<file path="config.mk">
export PLATFORM = sky130hd
export DESIGN_NAME = load_sext_unit
export DESIGN_NICKNAME = d
export VERILOG_FILES = /design/src/rtl/lsu_pkg.sv /design/src/rtl/lsu_ctrl.sv /design/src/rtl/lsu_dpath.sv /design/src/rtl/load_sext_unit.sv
export SDC_FILE = /design/constraint.sdc
export NUM_CORES = 1
export LEC_CHECK = 0
export ABC_AREA = 1
export BUFFER_PORTS_ARGS = -buffer_cell sky130_fd_sc_hd__buf_2
export CAP_MARGIN = 30
export CORE_MARGIN = 4
export CORE_UTILIZATION = 30
export CTS_BUF_LIST = sky130_fd_sc_hd__clkbuf_8
export DETAILED_ROUTE_END_ITERATION = 10
export SETUP_SLACK_MARGIN = 0.02
export SYNTH_ARGS = -nofsm -noshare
export SYNTH_HDL_FRONTEND = slang
export SYNTH_SLANG_ARGS = --single-unit
</file>
<file path="constraint.sdc">
create_clock -name clk -period 4.1 [get_ports clk]
set_input_delay 0.82 -clock clk [delete_from_list [all_inputs] [get_ports clk]]
set_output_delay 0.82 -clock clk [all_outputs]
set_load 0.02 [all_outputs]
</file>
<file path="src/rtl/lsu_pkg.sv">
package lsu_pkg;
  localparam logic [2:0] CLS_LOAD = 3'd1;
  localparam logic [2:0] MODE_ZEXT = 3'd3;
  localparam logic [2:0] MODE_SEXT = 3'd4;
  localparam logic [1:0] SZ_DWORD = 2'd3;

  typedef enum logic [1:0] {ST_IDLE, ST_REQ, ST_WAIT} lsuStateE;

  typedef struct packed {
    logic capture;
    logic illegalSet;
    logic writeBack;
  } lsuStrobeT;

  function automatic logic [3:0] sizeToBytes(input logic [1:0] sz);
    case (sz)
      2'd0: return 4'd4;
      2'd1: return 4'd2;
      2'd2: return 4'd1;
      default: return 4'd8;
    endcase
  endfunction
endpackage

</file>
<file path="src/rtl/lsu_ctrl.sv">
module lsu_ctrl
  import lsu_pkg::*;
(
  input  logic      clk,
  input  logic      rstN,
  input  logic      instValid,
  input  logic      legal,
  input  logic      memReqReady,
  input  logic      memRspValid,
  output logic      instReady,
  output logic      memReqValid,
  output logic      illegalInst,
  output lsuStrobeT strobe
);
  lsuStateE stateQ, stateD;

  always_comb begin
    stateD = stateQ;
    strobe = '0;
    instReady = 1'b0;
    memReqValid = 1'b0;
    case (stateQ)
      ST_IDLE: begin
        instReady = 1'b1;
        if (instValid) begin
          strobe.capture = legal;
          strobe.illegalSet = !legal;
          stateD = legal ? ST_REQ : ST_IDLE;
        end
      end
      ST_REQ: begin
        memReqValid = 1'b1;
        if (memReqReady) begin
          if (memRspValid) begin
            strobe.writeBack = 1'b1;
            stateD = ST_IDLE;
          end else begin
            stateD = ST_WAIT;
          end
        end
      end
      ST_WAIT: begin
        if (memRspValid) begin
          strobe.writeBack = 1'b1;
          stateD = ST_IDLE;
        end
      end
      default: stateD = ST_IDLE;
    endcase
  end

  always_ff @(posedge clk) begin
    if (!rstN) begin
      stateQ <= ST_IDLE;
      illegalInst <= 1'b0;
    end else begin
      stateQ <= stateD;
      illegalInst <= strobe.illegalSet;
    end
  end
endmodule

</file>
<file path="src/rtl/lsu_dpath.sv">
module lsu_dpath
  import lsu_pkg::*;
#(
  parameter int XLEN = 64,
  parameter int REG_AW = 4
) (
  input  logic              clk,
  input  logic              rstN,
  input  logic [31:0]       instLow,
  input  logic [XLEN-1:0]   rfRdData,
  input  logic [XLEN-1:0]   memRspData,
  input  lsuStrobeT         strobe,
  output logic              legal,
  output logic [REG_AW-1:0] rfRdAddr,
  output logic [XLEN-1:0]   memReqAddr,
  output logic [1:0]        memReqSize,
  output logic [REG_AW-1:0] rfWrAddr,
  output logic [XLEN-1:0]   rfWrData
);
  localparam int LANES = XLEN / 8;
  localparam int OFF_W = 16;

  logic [7:0]        opByte;
  logic [2:0]        clsF, modeF;
  logic [1:0]        sizeF;
  logic [OFF_W-1:0]  dispF;
  logic [XLEN-1:0]   dispExt;

  assign opByte  = instLow[7:0];
  assign clsF    = opByte[2:0];
  assign sizeF   = opByte[4:3];
  assign modeF   = opByte[7:5];
  assign rfRdAddr = instLow[8+REG_AW +: REG_AW];
  assign dispF   = instLow[16 +: OFF_W];
  assign dispExt = {{(XLEN-OFF_W){dispF[OFF_W-1]}}, dispF};

  assign legal = (clsF == CLS_LOAD) &&
                 ((modeF == MODE_ZEXT) || ((modeF == MODE_SEXT) && (sizeF != SZ_DWORD)));

  logic [XLEN-1:0]   addrQ;
  logic [REG_AW-1:0] dstQ;
  logic [1:0]        sizeQ;
  logic              sextQ;

  always_ff @(posedge clk) begin
    if (!rstN) begin
      addrQ <= '0;
      dstQ  <= '0;
      sizeQ <= '0;
      sextQ <= 1'b0;
    end else if (strobe.capture) begin
      addrQ <= rfRdData + dispExt;
      dstQ  <= instLow[8 +: REG_AW];
      sizeQ <= sizeF;
      sextQ <= (modeF == MODE_SEXT);
    end
  end

  assign memReqAddr = addrQ;
  assign memReqSize = sizeQ;
  assign rfWrAddr   = dstQ;

  logic [3:0] nBytes;
  logic       topBit;
  logic       fillBit;

  assign nBytes = sizeToBytes(sizeQ);

  always_comb begin
    case (sizeQ)
      2'd0: topBit = memRspData[31];
      2'd1: topBit = memRspData[15];
      2'd2: topBit = memRspData[7];
      default: topBit = memRspData[XLEN-1];
    endcase
  end

  assign fillBit = sextQ & topBit;

  for (genvar k = 0; k < LANES; k++) begin : g_lane
    assign rfWrData[8*k +: 8] = (k < int'(nBytes)) ? memRspData[8*k +: 8] : {8{fillBit}};
  end
endmodule

</file>
<file path="src/rtl/load_sext_unit.sv">
module load_sext_unit
  import lsu_pkg::*;
(
  input  logic        clk,
  input  logic        rstN,
  input  logic        instValid,
  input  logic [63:0] instWord,
  output logic        instReady,
  output logic        illegalInst,
  output logic [3:0]  rfRdAddr,
  input  logic [63:0] rfRdData,
  output logic        memReqValid,
  input  logic        memReqReady,
  output logic [63:0] memReqAddr,
  output logic [1:0]  memReqSize,
  input  logic        memRspValid,
  input  logic [63:0] memRspData,
  output logic        rfWrEn,
  output logic [3:0]  rfWrAddr,
  output logic [63:0] rfWrData
);
  lsuStrobeT strobe;
  logic      legal;
  logic      unusedImm;

  assign unusedImm = ^instWord[63:32];

  lsu_ctrl u_ctrl (
    .clk(clk), .rstN(rstN), .instValid(instValid), .legal(legal),
    .memReqReady(memReqReady), .memRspValid(memRspValid),
    .instReady(instReady), .memReqValid(memReqValid),
    .illegalInst(illegalInst), .strobe(strobe)
  );

  lsu_dpath #(.XLEN(64), .REG_AW(4)) u_dpath (
    .clk(clk), .rstN(rstN), .instLow(instWord[31:0]), .rfRdData(rfRdData),
    .memRspData(memRspData), .strobe(strobe), .legal(legal),
    .rfRdAddr(rfRdAddr), .memReqAddr(memReqAddr), .memReqSize(memReqSize),
    .rfWrAddr(rfWrAddr), .rfWrData(rfWrData)
  );

  assign rfWrEn = strobe.writeBack;
endmodule

</file>
==> results.cfg <==
[run_status]
status = completed

[route]
drc = 0
drtIter0Drc = 494
dr.pass1.iters = 5
wl_per_cell_um = 14.6
viasPerCell = 4.47
ant_nets = 0
vias = 10874
wl_mm = 35.6

[final_layout]
regArea_mm2 = 0.00148
final_nets = 2300
drive_above_1_share_pct = 18.5
antennaDiodeCount = 0
post-route-util_pct = 37.0
fillers = 3579
area_growth_syn_to_layout_pct = 20.6
multiInputGateArea_mm2 = 0.00616

[cts]
clk_pin_slew_worst_paths_ps = 90
h-tree-depth = 3
cts_buffers = 9
cts_tree = done
cts_sinks = 74
ctsLongestPathBuffers = 2
ctsRootBufferMaster = clkbuf_8
post_cts_buffers = 0
cts_hold_buf = 0
clock_latency_ps = 410
cts_resized = 0

[die]
rows = 64
start_util_pct = 30.7
core-area_mm2 = 0.0308
dieArea_mm2 = 0.0344
die-height_um = 185
die_x_um = 185
num_io_pins = 339

[synth]
synth-edff-count = 0
yosys_warnings = 0
synthCells = 1773
async_flop_share_pct = 0
yosysMostFrequentCell = nand2_1
ys_types = 36
syn_area_mm2 = 0.00945
synth_commonest_cells = nand2_1, inv_1, nor2_1, dfxtp_1, nand3_1
ys_seq_area_share_pct = 15.7
synth-seq-cells = 74
ys_top_cells_by_area = nand2_1, inv_1, dfxtp_1, ha_1, nor2_1
synth_top_area_share_pct = 27.1
avgSynthCellArea_um2 = 5.33
yosysTopAreaCell = nand2_1
syn-num-nets = 2042
synthFlopType = dfxtp_1

[pwr]
ir_drop_v = 0.000119
p_leak_nw = 7.44
p_per_area_mw_per_mm2 = 212

[global_route]
grt_pass1_wl_mm = 54.2
gr-total-overflow = 0
grt_max_degree = 76
grt_pass1_vias = 10311
antenna_found_initial = 0
grt_usage_pct = 20.2

[sta]
hold_viol = 0
slew_viol_final = 0
setup_tns_ps = 0
final-setup-viol-count = 0
rsz0062_at_grt = no
worst_pin_slew_ps = 505
max_slew_margin_pct = 66.3
period_share_pct = 78.8
finClkSkew_ps = 29.0
fmax_mhz = 310
fin_crit_ps = 3230

[setup_path]
cp_max_fo = 33
reg2reg_from = u_ctrl.stateQ[0]
start_kind = flop
required_ps = 3280
critical_path.startpoint = u_dpath.memReqSize[1]
endpoint_kind = output port
cp_data_arrival_time_ps = 2410
critPathKind = flop to output port

[min_path]
hp-start = u_dpath.memReqAddr[2]
worst_hold_path_type = flop to flop

[placed_design]
place_hpwl_mm = 30.6
numPortBuffers = 284
gp_congestion = 0.919

[flow_run]
cap_viol_max_count = 0
[final timing paths]
kind                                               end  slack, ps  depth (start not counted)
worst max-delay path                      rfWrData[18]        870                          7
worst min-delay path             u_dpath.memReqAddr[2]        490                          2
worst max register to register  u_dpath.memReqAddr[45]       2270                          8
worst min register to register   u_dpath.memReqAddr[2]        490                          2
[cells by family after synthesis]
logic type | Yosys count | synth area share [%]
simple gates | 961 | 41.8
compound gates | 180 | 11.0
fa+ha+maj | 72 | 9.61
buf+inv | 456 | 19.2
xor+xnor | 30 | 2.78
flops | 74 | 15.7
[critical path: stages, from the launching register on]
cell and delay [ps]:
dfxtp_1 410, ha_1 190, buf_4 310, nand2_1 100
nand2_1 180, nand3_1 340, o21ai_0 250, buf_2 220
[layout make-up]
| type | count | area share, % |
|---|---|---|
| Multi-Input combinational cell | 1243 | 54.1 |
| Inverter | 412 | 13.6 |
| Timing Repair Buffer | 291 | 13.3 |
| Sequential cell | 74 | 13.0 |
| Tap cell | 396 | 4.35 |
| Clock buffer | 10 | 1.21 |
| Clock inverter | 6 | 0.571 |
[placed cells by master, fill, tap and decap left out, types with 4 or more instances in the layout]
cell      synthesis  routed
o21bai_1         18      18
nand2_1         682     682
inv_1           396     396
o21ai_0          46      46
o21ai_1          25      25
a21oi_1          53      53
ha_1             71      71
xnor2_1          13      13
nor2_2           22      21
nand4_1           9       9
dfxtp_1          74      74
nand2_2          21      21
buf_2             3     284
nor3_2            7       7
nand3_1          73      73
buf_4            18       4
clkbuf_8          0      10
nand3_2           5       5
o211ai_1          4       4
nor2_1          124     124
nor3_1            8       8
xor2_1           17      17
o21a_1           32      32
inv_2            13      13
[flip-flops by register name, summed over array words and instances, names as in the netlist]
name	flops
u_ctrl.illegalInst	1
u_ctrl.stateQ	2
u_dpath.memReqAddr	64
u_dpath.memReqSize	2
u_dpath.rfWrAddr	4
u_dpath.sextQ	1
[metrics by stage]
stage	instance area (µm²)	worst slack (ps)	hold WS [ps]	power, W	instances
floorplan	9450	1330	467	0.00146	1773
global placement	11200	1020	476	0.00179	2416
detailed placement	11200	991	479	0.00180	2416
CTS	11400	795	492	0.00246	2432
global route	11400	666	518	0.00262	2432
finish	11400	871	490	0.00242	2432
[power breakdown]
group          internal (W)  switching (W)
Combinational      0.000356       0.000698
Clock              0.000299       0.000335
Sequential         0.000728     0.00000520
[layer usage]
metal	track usage (%)	up-vias	wire length, µm
met2	35.1	315	16500
met5	0	-	0
met3	3.38	29	2380
met4	4.61	0	597
met1	26.3	4737	16100
li1	-	5793	-
No activity file was read; power rests on OpenSTA's default activity.
